==> src/rtl/dma_chan_status.sv <==
module dma_chan_status #(
  parameter int NCH = 16,
  parameter int AW  = 3,
  parameter int DW  = 16
) (
  input  logic           clk,
  input  logic           rst_n,
  input  logic [NCH-1:0] done_evt,
  input  logic [NCH-1:0] err_evt,
  input  logic [AW-1:0]  bus_addr,
  input  logic           bus_we,
  input  logic [DW-1:0]  bus_wdata,
  output logic [DW-1:0]  bus_rdata,
  output logic [NCH-1:0] irq_o,
  output logic [NCH-1:0] err_irq_o
);
  localparam int CW = (NCH > 1) ? $clog2(NCH) : 1;
  localparam int ALL_BIT = 6;
  localparam logic [AW-1:0] A_IRQ  = AW'(0);
  localparam logic [AW-1:0] A_ERR  = AW'(1);
  localparam logic [AW-1:0] A_EN   = AW'(2);
  localparam logic [AW-1:0] A_CLRI = AW'(3);
  localparam logic [AW-1:0] A_CLRE = AW'(4);

  logic [NCH-1:0] irq_q, err_q, en_q, pick, irq_clr, err_clr;

  for (genvar i = 0; i < NCH; i++) begin : g_pick
    assign pick[i] = bus_wdata[ALL_BIT] || (bus_wdata[CW-1:0] == CW'(i));
  end

  always_comb begin
    irq_clr = '0;
    err_clr = '0;
    if (bus_we) begin
      case (bus_addr)
        A_IRQ:   irq_clr = bus_wdata[NCH-1:0];
        A_ERR:   err_clr = bus_wdata[NCH-1:0];
        A_CLRI:  irq_clr = pick;
        A_CLRE:  err_clr = pick;
        default: ;
      endcase
    end
  end

  always_ff @(posedge clk or negedge rst_n) begin
    if (!rst_n) begin
      irq_q <= '0;
      err_q <= '0;
      en_q  <= '0;
    end else begin
      irq_q <= (irq_q & ~irq_clr) | done_evt;
      err_q <= (err_q & ~err_clr) | err_evt;
      if (bus_we && bus_addr == A_EN) en_q <= bus_wdata[NCH-1:0];
    end
  end

  assign irq_o     = irq_q;
  assign err_irq_o = err_q & en_q;

  always_comb begin
    case (bus_addr)
      A_IRQ:   bus_rdata = DW'(irq_q);
      A_ERR:   bus_rdata = DW'(err_q);
      A_EN:    bus_rdata = DW'(en_q);
      default: bus_rdata = '0;
    endcase
  end

  assert_set_wins_R9: assert property (@(posedge clk) disable iff (!rst_n)
    (done_evt != '0) |=> ((irq_o & $past(done_evt)) == $past(done_evt)));
  assert_err_set_R10: assert property (@(posedge clk) disable iff (!rst_n)
    (err_evt != '0) |=> ((bus_addr != A_ERR) || ((bus_rdata[NCH-1:0] & $past(err_evt)) == $past(err_evt))));
  assert_w1c_irq_R2: assert property (@(posedge clk) disable iff (!rst_n)
    (bus_we && bus_addr == A_IRQ) |=> ((irq_o & $past(bus_wdata[NCH-1:0] & ~done_evt)) == '0));
  assert_hold_err_R3: assert property (@(posedge clk) disable iff (!rst_n)
    !(bus_we && (bus_addr == A_ERR || bus_addr == A_CLRE)) |=> ((err_q & $past(err_q)) == $past(err_q)));
  assert_gate_R7: assert property (@(posedge clk) disable iff (!rst_n)
    (en_q == '0) |-> (err_irq_o == '0));
endmodule

==> config.mk <==
export PLATFORM = sky130hd
export DESIGN_NAME = dma_chan_status
export DESIGN_NICKNAME = d
export VERILOG_FILES = /design/src/rtl/dma_chan_status.sv
export SDC_FILE = /design/constraint.sdc
export NUM_CORES = 1
export LEC_CHECK = 0
export BUFFER_PORTS_ARGS = -buffer_cell sky130_fd_sc_hd__buf_2
export CORE_MARGIN = 2
export CORE_UTILIZATION = 55
export DETAILED_ROUTE_END_ITERATION = 10
export HOLD_SLACK_MARGIN = 0.05
export PLACE_DENSITY = 0.92
export SETUP_SLACK_MARGIN = 0.2
export SLEW_MARGIN = 0
export SYNTH_ARGS = -nofsm -noshare
export SYNTH_HDL_FRONTEND = slang
export SYNTH_SLANG_ARGS = --single-unit
==> constraint.sdc <==
create_clock -name clk -period 1.76 [get_ports clk]
set_input_delay 0.176 -clock clk [delete_from_list [all_inputs] [get_ports clk]]
set_output_delay 0.176 -clock clk [all_outputs]
set_load 0.01 [all_outputs]
After elaboration in Yosys (flattened, before gate mapping)
Cells that the tools add are included.

word-level totals
  bits in read-only memories = 0
  bits in writable memories = 0
  register bits = 48
  bits in latches = 0
  bits of input ports = 54
  memories = 0

cells by class
  reductions and logical operators = 19
  multiplexer cells = 5
  bitwise operators = 7
  order comparisons = 0
  multipliers = 0
  eq/ne operators = 19
  add/sub/neg operators = 0
  shift operators = 0
  div/mod/pow operators = 0

operators with widths
  cell                                           count
  one-hot mux 16 bit (2 select lines)            2
  bitwise AND 16 bit                             3
  one-hot mux 16 bit (3 select lines)            1
  == test 4 bit, second input constant           8
  2-to-1 mux 16 bit                              2
  inverter 16 bit                                2
  bitwise OR 16 bit                              2
  == test 4 x 3 -> 1 bit, second input constant  4
  logical OR 1 bit                               16
  == test 4 x 2 -> 1 bit, second input constant  2
  == test 3 x 2 -> 1 bit, second input constant  2
  == test 4 x 1 -> 1 bit, second input constant  1
  zero test 4 bit                                1
  == test 3 x 1 -> 1 bit, second input constant  1
  == test 3 bit, second input constant           1
  zero test 3 bit                                1
  logical AND 1 bit                              1

Depth between registers and ports, before layout
Gate-level depths: netlist of the first run.

  depth after elaboration = 7
  gate-level depth with buffers = 7
  mapped depth without buffers = 3

Least setup slack after synthesis of the first run
Ideal clock, no wire load.

  path type = input-to-reg
  start point = input bus_addr[0]
  end point = register en_q[6]
  library setup time = 128 ps
  arrival = 1333 ps
  stages = 7
  required time = 1632 ps
  path buffers = 4
  slack = 299 ps
  cell sequence = buf_2 > nor2b_1 > buf_2 > and3_1 > buf_2 > buf_6 > mux2_1

between the ends
  cells in the longest elaborated chain, start to end = 2

RTL lines
  item                    line  source
  start, declared         10    input logic [AW-1:0] bus_addr,
  == test 3 x 2 -> 1 bit  53    if (bus_we && bus_addr == A_EN) en_q <= bus_wdata[NCH-1:0];
  logical AND 1 bit       53
  end signal, assigned    53
  end, declared           25    logic [NCH-1:0] irq_q, err_q, en_q, pick, irq_clr, err_clr;

Every way passes these cells.
A chain may end at the register's enable or synchronous reset.

Final worst setup path of the first run
  start point = register err_q[2]
  end point = output bus_rdata[2]

between the ends
  cells in the longest elaborated chain, start to end = 1

RTL lines
  item                                 line  source
  start, declared                      25
  start signal, assigned               52    err_q <= (err_q & ~err_clr) | err_evt;
  one-hot mux 16 bit (3 select lines)  61    case (bus_addr)
  end, declared                        13    output logic [DW-1:0] bus_rdata,

Every way passes these cells.

==> qor.csv, run 1 <==
metric,value,unit
status,finished clean,
cp_cell_sequence,mux2i_1 -> or2_2 -> a21oi_1 -> buf_2,
maxCapViolCount,0,
syn_to_final_growth,30.5,%
ys_seq_elements,48,
clk_pin_slew,0.10,ns
grt_max_degree,34,
grt_usage,30.5,%
p_int,1.85,mW
hpwl,6380,um
end_kind,output port,
holdCritPathClass,in -> reg,
avgViaCountPerCell,6.44,
critPathKind,reg -> out,
yosysUniqueCellTypes,32,
drt-total-wl,10300,um
layout_setup_ws,0.152,ns
leakage,1.64,nW
syn_inst,326,
power.density,694,nW/um2
clock_latency,0.32,ns
antenna_left,0,
fmax,0.622,GHz
finalHoldViolCount,0,
vdd_drop_max,0.492,mV
syn_nets,380,
start_util,56.2,%
dpl_worst_slack,0.196,ns
drtPass1Iterations,6,
crit_path_start_kind,flop,
antenna_found_initial,0,
crit_arrival,1.43,ns
final_cell_mix,"99 x buf_2, 48 x dfrtp_1, 47 x nand2_1, 35 x buf_4, 31 x nor2b_1",
slowest_stage,dfrtp_1,
grt_pass1_vias,2955,
root_buffer,clkbuf_8,
cts_tree,yes,
max_slew.worst_pin.slew,0.629,ns
yosys_warnings,0,
rsz0062_at_grt,yes,
skew,0,ns
p_seq_share,46.9,%
htreeDepth,2,
grt-ovfl-total,0,
clk_path_buf_depth,2,
layout-drive-gt1-share,40.1,%
diodes,0,
grt_pass1_wl,14600,um
synthAdderAreaFrac,0,%
p_sw,903,uW
row_count,27,
synth-xor-area-share,0,%
dieArea,6140,um2
maxSlewHeadroom,58.1,%
yosysSeqAreaShare,39.5,%
synth.avg_cell_area,9.32,um2
crit_fanout,4,
worst_path_largest_cell_delay,0.42,ns
drv_slew,0,
syn_area,3040,um2
crit_buf_inv,1,
gp_congestion,0.858,
synthMuxAreaShare,11.2,%
wl_per_cell,20.0,um
synthSimpleGateAreaFrac,26.0,%
synth_top_family_by_area,simple AND/OR/NAND/NOR gates,
io_pins,102,
die_w,78.3,um
final_nets,497,
die_h,78.3,um
drt_iter0_drc,564,
final_common_cell,buf_2,
post-route-period-util,91.4,%
crit_family,flip-flops,
numClockSinks,48,
period_minus_slack,1.61,ns
clkPwrFrac,24.9,%
synth_compound_area_share,18.6,%
cts-buffers-inserted,5,
portBuffers,101,
drc,0,
crit_required,1.58,ns
vias,3324,
setup_viol,0,
core_area,5410,um2
final.setup.tns,0,ns
comb_power_share,28.3,%
switching_share,32.8,%
==> path summary, 6_finish.rpt <==
check	end	from	depth (start not counted)	slack, ns
setup / recovery	bus_rdata[2]	err_q[2]	4	0.15
hold / removal	irq_o[4]	done_evt[4]	2	0.04
setup reg to reg	irq_o[7]	irq_o[7]	3	0.60
hold reg to reg	en_q[5]	en_q[5]	1	0.52
max in group asynchronous	err_q[3]	rst_n	3	0.79
min in group asynchronous	en_q[11]	rst_n	2	0.40
==> layout make-up <==
type                            count  area, um2
Timing Repair Buffer              139        831
Tap cell                           72       90.1
Multi-Input combinational cell    248       1750
Fill cell                         368       1440
Clock buffer                        5       68.8
Sequential cell                    48       1200
Inverter                            1       3.75
Clock inverter                      3       18.8
==> cell families (layout without fill, tap and decap cells) <==
kind of cell | count (synthesis) | count (layout)
AOI/OAI and AO/OA | 80 | 80
buffers and inverters | 30 | 148
DFF | 48 | 48
muxes | 32 | 32
and+or+nand+nor | 136 | 136
==> Yosys cell counts, drive strengths merged <==
cell,number,area [um2]
nor4bb,6,60.1
nor4b,4,35.0
o21ai,29,145
a311o,30,300
nand2,47,176
or2,15,93.8
a31oi,2,12.5
mux2,16,180
a21oi,15,75.1
dfrtp,48,1200
o21a,1,7.51
mux2i,16,160
and2,16,100
clkbuf,15,56.3
nor4,1,6.26
a2bb2oi,1,8.76
a41o,1,10.0
nor3b,3,32.5
and3b,1,8.76
nor2,5,18.8
nor3,1,10.0
and3,1,6.26
inv,1,3.75
buf,14,81.3
nor2b,31,194
a21o,1,7.51
nand3b,1,7.51
and4b,4,40.0
==> stage by stage <==
step,power [mW],utilization [%],instances,hold WS [ns],instance area [um2]
5_1_grt,2.87,73.4,516,0.0461,3970
4_1_cts,2.67,69.9,499,0.0587,3780
6_report,2.75,73.4,516,0.0447,3970
3_5_place_dp,2.01,67.7,488,0.216,3660
3_3_place_gp,1.98,67.7,488,0.209,3660
2_1_floorplan,1.69,-,326,-0.120,3040
==> what timing repair did <==
action,4_1_cts,5_1_grt
pin swaps,0,4
setup buffers,2,17
endpoints found under the setup margin,4,14
hold endpoints to repair,24,0
gates resized for setup,2,14
hold buffers,1,0
==> flip-flops by register name, indices dropped and copies added (netlist names) <==
| signal | flops |
|---|---|
| en_q | 16 |
| err_q | 16 |
| irq_o | 16 |
==> layer usage <==
layer  vias to the layer above  routed length, um  track usage (%)
li1                       1404                  -                -
met1                      1580               3710             41.3
met2                       275               4870             49.4
met3                        65               1200             4.60
met4                         0                510             12.1
met5                         -                  0                0
==> power groups by stage <==
| stage | clock [mW] | sequential, mW | combinational [mW] |
|---|---|---|---|
| floorplan | 0 | 1.28 | 0.403 |
| global placement | 0 | 1.30 | 0.680 |
| detailed placement | 0 | 1.31 | 0.702 |
| CTS | 0.670 | 1.28 | 0.713 |
| global route | 0.731 | 1.30 | 0.835 |
| finish | 0.684 | 1.29 | 0.778 |
No activity file was read; power rests on OpenSTA's default activity.
==> run 2, diff against run 1 <==
--- a/config.mk
+++ b/config.mk
@@ -11,6 +11,7 @@
 export DETAILED_ROUTE_END_ITERATION = 10
 export HOLD_SLACK_MARGIN = 0.05
 export PLACE_DENSITY = 0.92
+export REMOVE_ABC_BUFFERS = 1
 export SETUP_SLACK_MARGIN = 0.2
 export SLEW_MARGIN = 0
 export SYNTH_ARGS = -nofsm -noshare
==> run 2 against run 1 <==
Net effect: sequential power about the same; die area is the same; final cell count is 1.4% lower; highest routed layer unchanged; first-iteration DRC count shrank 33%; combinational power decreased by 5.1%; count of clock-buffer cells in the layout increased by 3; final area fell by 2.5%; clock power up 2%; setup slack gained 0.090 ns.
==> qor.csv, run 2 (synthesized netlist as in run 1, its figures left out) <==
metric,value,unit,change
numClockSinks,48,,unchanged
syn_to_final_growth,27.3,%,
finalHoldViolCount,0,,unchanged
clkPwrFrac,25.7,%,+0.8 points
drc,0,,unchanged
holdCritPathClass,in -> reg,,
power.density,701,nW/um2,+1.1%
grt_max_degree,34,,unchanged
wl_per_cell,18.4,um,-8.0%
post-route-period-util,86.3,%,-5.1 points
total_power,2.71,mW,-1.4%
final_cell_mix,"101 x buf_2, 48 x dfrtp_1, 47 x nand2_1, 31 x nor2b_1, 30 x a311o_1",,
die_h,78.3,um,unchanged
dieArea,6140,um2,unchanged
fmax,0.659,GHz,+5.9%
place_area,3640,um2,-0.34%
antenna_found_initial,0,,unchanged
switching_share,30.8,%,-2.0 points
grt_pass1_wl,14500,um,-0.43%
setup_viol,0,,unchanged
status,finished clean,,
end_kind,output port,,
critPathKind,reg -> out,,
maxCapViolCount,0,,unchanged
r2r_slack,0.64,ns,+0.04 ns
slowest_stage,dfrtp_1,,
worst_path_largest_cell_delay,0.41,ns,about the same
root_buffer,clkbuf_8,,
diodes,0,,unchanged
p_sw,837,uW,-7.4%
drt_iter0_drc,378,,-33%
ff2ff_path_depth,3,,unchanged
rsz0062_at_grt,yes,,
min_from,err_evt[9],,
htreeDepth,2,,unchanged
period_minus_slack,1.52,ns,-0.0902 ns
skew,0,ns,unchanged
io_pins,102,,unchanged
cts_tree,yes,,
p_seq_share,47.1,%,+0.2 points
final_area,3870,um2,-2.5%
final.setup.tns,0,ns,unchanged
max_slew.worst_pin.slew,0.556,ns,-0.0730 ns
drt-total-wl,9350,um,-9.2%
p_int,1.88,mW,+1.5%
r2r_end,irq_o[3],,
row_count,27,,unchanged
crit_required,1.58,ns,about the same
vdd_drop_max,0.409,mV,-17%
vias,3094,,-6.9%
avgViaCountPerCell,6.08,,-5.6%
hold_path_end,err_q[9],,
comb_power_share,27.2,%,-1.1 points
crit_arrival,1.34,ns,-0.09 ns
cts-buffers-inserted,5,,unchanged
critical_path.startpoint,irq_o[2],,
leakage,1.60,nW,-2.7%
clock_latency,0.30,ns,-0.02 ns
clk_path_buf_depth,2,,unchanged
antenna_left,0,,unchanged
layout-drive-gt1-share,38.2,%,-1.9 points
crit_fanout,4,,unchanged
grt_pass1_vias,2988,,+1.1%
maxSlewHeadroom,62.9,%,+4.9 points
cp_cell_sequence,mux2i_1 -> or2_4 -> a21oi_2 -> buf_2,,
final_nets,490,,-1.4%
nFillCells,415,,+13%
drv_slew,0,,unchanged
r2r-start,irq_o[3],,
die_w,78.3,um,unchanged
final_common_cell,buf_2,,
grt-ovfl-total,0,,unchanged
portBuffers,101,,unchanged
drtPass1Iterations,8,,+2
start_util,56.2,%,unchanged
clk_pin_slew,0.09,ns,about the same
core_area,5410,um2,unchanged
crit_path_start_kind,flop,,
gp_congestion,0.867,,+1.1%
grt_usage,29.9,%,-0.62 points
hpwl,6200,um,-2.7%
hold_depth,2,,unchanged
## run 2: cell types whose count changed in the layout (fill, tap and decap cells not counted), sizes merged
cell / previous run / this run
clkbuf: 5 / 8
buf: 138 / 131
clkinv: 3 / 0
## run 2: through the flow
step           utilization (%)  worst slack [ns]  hold WS (ns)  instances
4_1_cts                   69.3             0.203        0.0664        497
3_3_place_gp              67.4             0.285         0.186        488
5_1_grt                   71.6             0.181        0.0666        509
3_5_place_dp              67.4             0.232         0.187        488
6_report                  71.6             0.242        0.0704        509
2_1_floorplan                -            -0.122        -0.120        297
## run 2: power groups by stage
stage | registers [mW] | logic (mW) | clock network (mW)
CTS | 1.28 | 0.702 | 0.700
global route | 1.29 | 0.793 | 0.750
global placement | 1.29 | 0.679 | 0
finish | 1.28 | 0.738 | 0.696
floorplan | 1.28 | 0.341 | 0
detailed placement | 1.30 | 0.696 | 0
## run 2: cell type report
class	instances	area, um2	share of cell area [%]
multi-input cells	248	1730	44.7
flip-flops and latches	48	1200	31.1
repair buffers	132	753	19.5
clock buffers	8	90.1	2.33
well taps	72	90.1	2.33
inverters	1	3.75	0.0971
## run 2: worst max path at each step
stage | to | slack [ns] | cells past startpoint
2_1_floorplan | en_q[0] | -0.12 | 3
3_3_place_gp | err_q[2] | 0.28 | 6
3_5_place_dp | err_q[0] | 0.23 | 6
4_1_cts | bus_rdata[0] | 0.20 | 4
5_1_grt | bus_rdata[6] | 0.18 | 4
6_report | bus_rdata[2] | 0.24 | 4
## run 2: critical path, delay by kind of cell, from the launching register on
| family | cells | cell delay, ns |
|---|---|---|
| muxes | 1 | 0.11 |
| AOI/OAI and AO/OA | 1 | 0.14 |
| and+or+nand+nor | 1 | 0.24 |
| buffers and inverters | 1 | 0.14 |
| DFF | 1 | 0.41 |
## run 2: timing repair
action	in CTS	in global routing
setup endpoints to repair	0	10
gates resized for setup	0	10
buffers inserted	0	12
endpoints found under the hold margin	21	0
hold buffers	1	0
## run 2: per-layer routing
| layer | part of all wire (%) | GRT usage, % | wire, um |
|---|---|---|---|
| met2 | 47 | 50.3 | 4420 |
| met1 | 42 | 39.3 | 3950 |
| met4 | 2.6 | 10.5 | 239 |
| met5 | 0 | 0 | 0 |
| met3 | 7.8 | 4.60 | 732 |
==> run 3, diff against run 2 <==
--- a/config.mk
+++ b/config.mk
@@ -7,10 +7,11 @@
 export LEC_CHECK = 0
 export BUFFER_PORTS_ARGS = -buffer_cell sky130_fd_sc_hd__buf_2
 export CORE_MARGIN = 2
-export CORE_UTILIZATION = 55
+export CORE_UTILIZATION = 46
 export DETAILED_ROUTE_END_ITERATION = 10
+export GPL_TIMING_DRIVEN = 0
 export HOLD_SLACK_MARGIN = 0.05
-export PLACE_DENSITY = 0.92
+export PLACE_DENSITY = 0.83
 export REMOVE_ABC_BUFFERS = 1
 export SETUP_SLACK_MARGIN = 0.2
 export SLEW_MARGIN = 0
==> constraint.sdc (replaced) <==
create_clock -name clk -period 1.27 [get_ports clk]
set_input_delay 0.127 -clock clk [delete_from_list [all_inputs] [get_ports clk]]
set_output_delay 0.127 -clock clk [all_outputs]
set_load 0.01 [all_outputs]
==> run 3 against run 2 <==
Net effect: the run now ends with setup timing left; first-iteration DRC count is 45% lower; sequential power is 40% higher; sequential share of layout area is 8.1 points lower; clock skew stayed put; sequential cell count stayed put; highest routed layer unchanged; largest power group unchanged; setup slack worse by 0.50 ns; wire length is 29% higher; global-route usage is 0.90 points higher; combinational power is 130% higher.
==> qor.csv, run 3 (synthesized netlist as in run 1, its figures left out) <==
metric,value,unit,change
dieArea,7270,um2,+19%
maxSlewHeadroom,21.5,%,-41 points
rsz0062_at_grt,yes,,
seq_area,1200,um2,unchanged
period_minus_slack,1.52,ns,
gp_congestion,0.814,,-6.1%
clk_pin_slew,0.10,ns,about the same
wl_per_cell,20.7,um,+13%
setup_viol,22,,+22
crit_end,bus_rdata[1],,
status,finished with violations,,
crit_fanout,2,,-2
crit_path_start_kind,flop,,
critPathKind,reg -> out,,
clk_path_buf_depth,2,,unchanged
diodes,0,,unchanged
finalHoldViolCount,0,,unchanged
final_nets,557,,+14%
fmax,0.656,GHz,
grt-ovfl-total,0,,unchanged
syn_to_final_growth,72.0,%,
drv_slew,0,,unchanged
portBuffers,101,,unchanged
post-route-period-util,120,%,
multi_input_area,2000,um2,+16%
r2r_end,err_q[3],,
root_buffer,clkbuf_8,,
crit_arrival,1.40,ns,+0.06 ns
r2r-start,err_q[3],,
drt-total-wl,12000,um,+29%
comb_power_share,37.5,%,+10 points
cts-buffers-inserted,5,,unchanged
place_inst,475,,-2.7%
place_area,3510,um2,-3.8%
violations,setup timing,,
htreeDepth,2,,unchanged
holdCritPathClass,in -> async,,
drc,0,,unchanged
dpl_worst_slack,-1.61,ns,-1.84 ns
grt_pass1_wl,17600,um,+21%
clkPwrFrac,22.4,%,-3.3 points
fin_util,81.9,%,+10 points
final_area,5230,um2,+35%
final_common_cell,buf_2,,
avgViaCountPerCell,6.04,,-0.56%
drtPass1Iterations,4,,-4
critical_path.startpoint,err_q[1],,
die_h,85.3,um,+8.9%
instances_no_fill,581,,+14%
p_sw,1.36,mW,+62%
numClockSinks,48,,unchanged
max_slew.worst_pin.slew,1.18,ns,+0.622 ns
vdd_drop_max,0.601,mV,+47%
power.density,855,nW/um2,+22%
final_cell_mix,"69 x buf_2, 65 x buf_6, 48 x dfrtp_1, 44 x nand2_1",,
start_util,47.6,%,-8.6 points
drt_iter0_drc,208,,-45%
p_seq_share,40.0,%,-7.1 points
grt_usage,30.8,%,+0.90 points
antenna_found_initial,0,,unchanged
grt_pass1_vias,3456,,+16%
hpwl,5530,um,-11%
cts_tree,yes,,
io_pins,102,,unchanged
antenna_left,0,,unchanged
maxCapViolCount,0,,unchanged
hold-worst-slack,0.0200,ns,-0.0504 ns
core_area,6390,um2,+18%
layout_setup_ws,-0.255,ns,-0.497 ns
vias,3512,,+14%
layout-drive-gt1-share,50.6,%,+12 points
skew,0,ns,unchanged
leakage,2.28,nW,+43%
crit_required,1.14,ns,-0.44 ns
switching_share,30.4,%,-0.43 points
p_int,3.11,mW,+66%
r2r_slack,0.03,ns,-0.61 ns
die_w,85.3,um,+8.9%
end_kind,output port,,
clock_latency,0.30,ns,about the same
grt_max_degree,49,,+44%
ff2ff_path_depth,5,,+2
nFillCells,367,,-12%
row_count,29,,+7.4%
==> run 3: cell types whose count changed in the layout (fill, tap and decap cells not counted), moves of 12 or more <==
cell,previous run,this run
and2_1,16,3
and2_4,0,13
buf_2,101,69
buf_6,0,65
dlygate4sd3_1,1,30
mux2_4,0,16
nor2b_1,31,19
==> run 3: layout make-up <==
type / count / area share (%)
Inverter: 1 / 0.0718
Timing Repair Buffer: 199 / 35.1
Sequential cell: 48 / 23.0
Clock buffer: 7 / 1.65
Multi-Input combinational cell: 248 / 38.2
Tap cell: 77 / 1.84
Clock inverter: 1 / 0.144
==> run 3: layer usage <==
metal	routed length, um	track usage, %	part of all wire (%)	vias to the layer above
met4	291	8.80	2.4	0
met1	4680	40.2	39	1735
met3	880	4.86	7.3	31
li1	-	-	-	1536
met5	0	0	0	-
met2	6170	52.7	51	210
==> run 3: what timing repair did <==
item,in CTS,in global routing
setup endpoints to repair,78,89
gates cloned,4,0
hold endpoints to repair,30,0
gates resized for setup,100,76
pin swaps,31,15
setup buffers,47,17
hold buffers,30,0
==> run 3: through the flow <==
step           power (mW)  setup TNS, ns
2_1_floorplan        2.25          -8.80
3_3_place_gp         2.69         -78.06
3_5_place_dp         2.73         -68.26
4_1_cts              4.21          -1.88
5_1_grt              4.66          -3.91
6_report             4.47          -2.79
==> run 3: how the worst min path moves through the flow <==
stage | start | end | slack (ns)
after floorplan | rst_n | en_q[0] | -0.17
after global placement | done_evt[9] | irq_o[9] | 0.33
after detailed placement | err_evt[10] | err_q[10] | 0.33
after CTS | rst_n | irq_o[0] | 0.08
after global routing | bus_wdata[10] | en_q[10] | 0.08
final | rst_n | en_q[10] | 0.02
==> run 3: power by group through the flow <==
stage	Clock (mW)	Sequential (mW)	Combinational (mW)
floorplan	0	1.78	0.473
global placement	0	1.79	0.908
detailed placement	0	1.80	0.930
CTS	1.00	1.77	1.43
global route	1.09	1.81	1.76
finish	1.00	1.79	1.68
==> run 3: worst max-delay path, stage by stage, from the launching register on <==
cell and delay (ns):
dfrtp_1 0.40, mux2i_1 0.13, or2_4 0.25, a21oi_2 0.15
buf_2 0.15
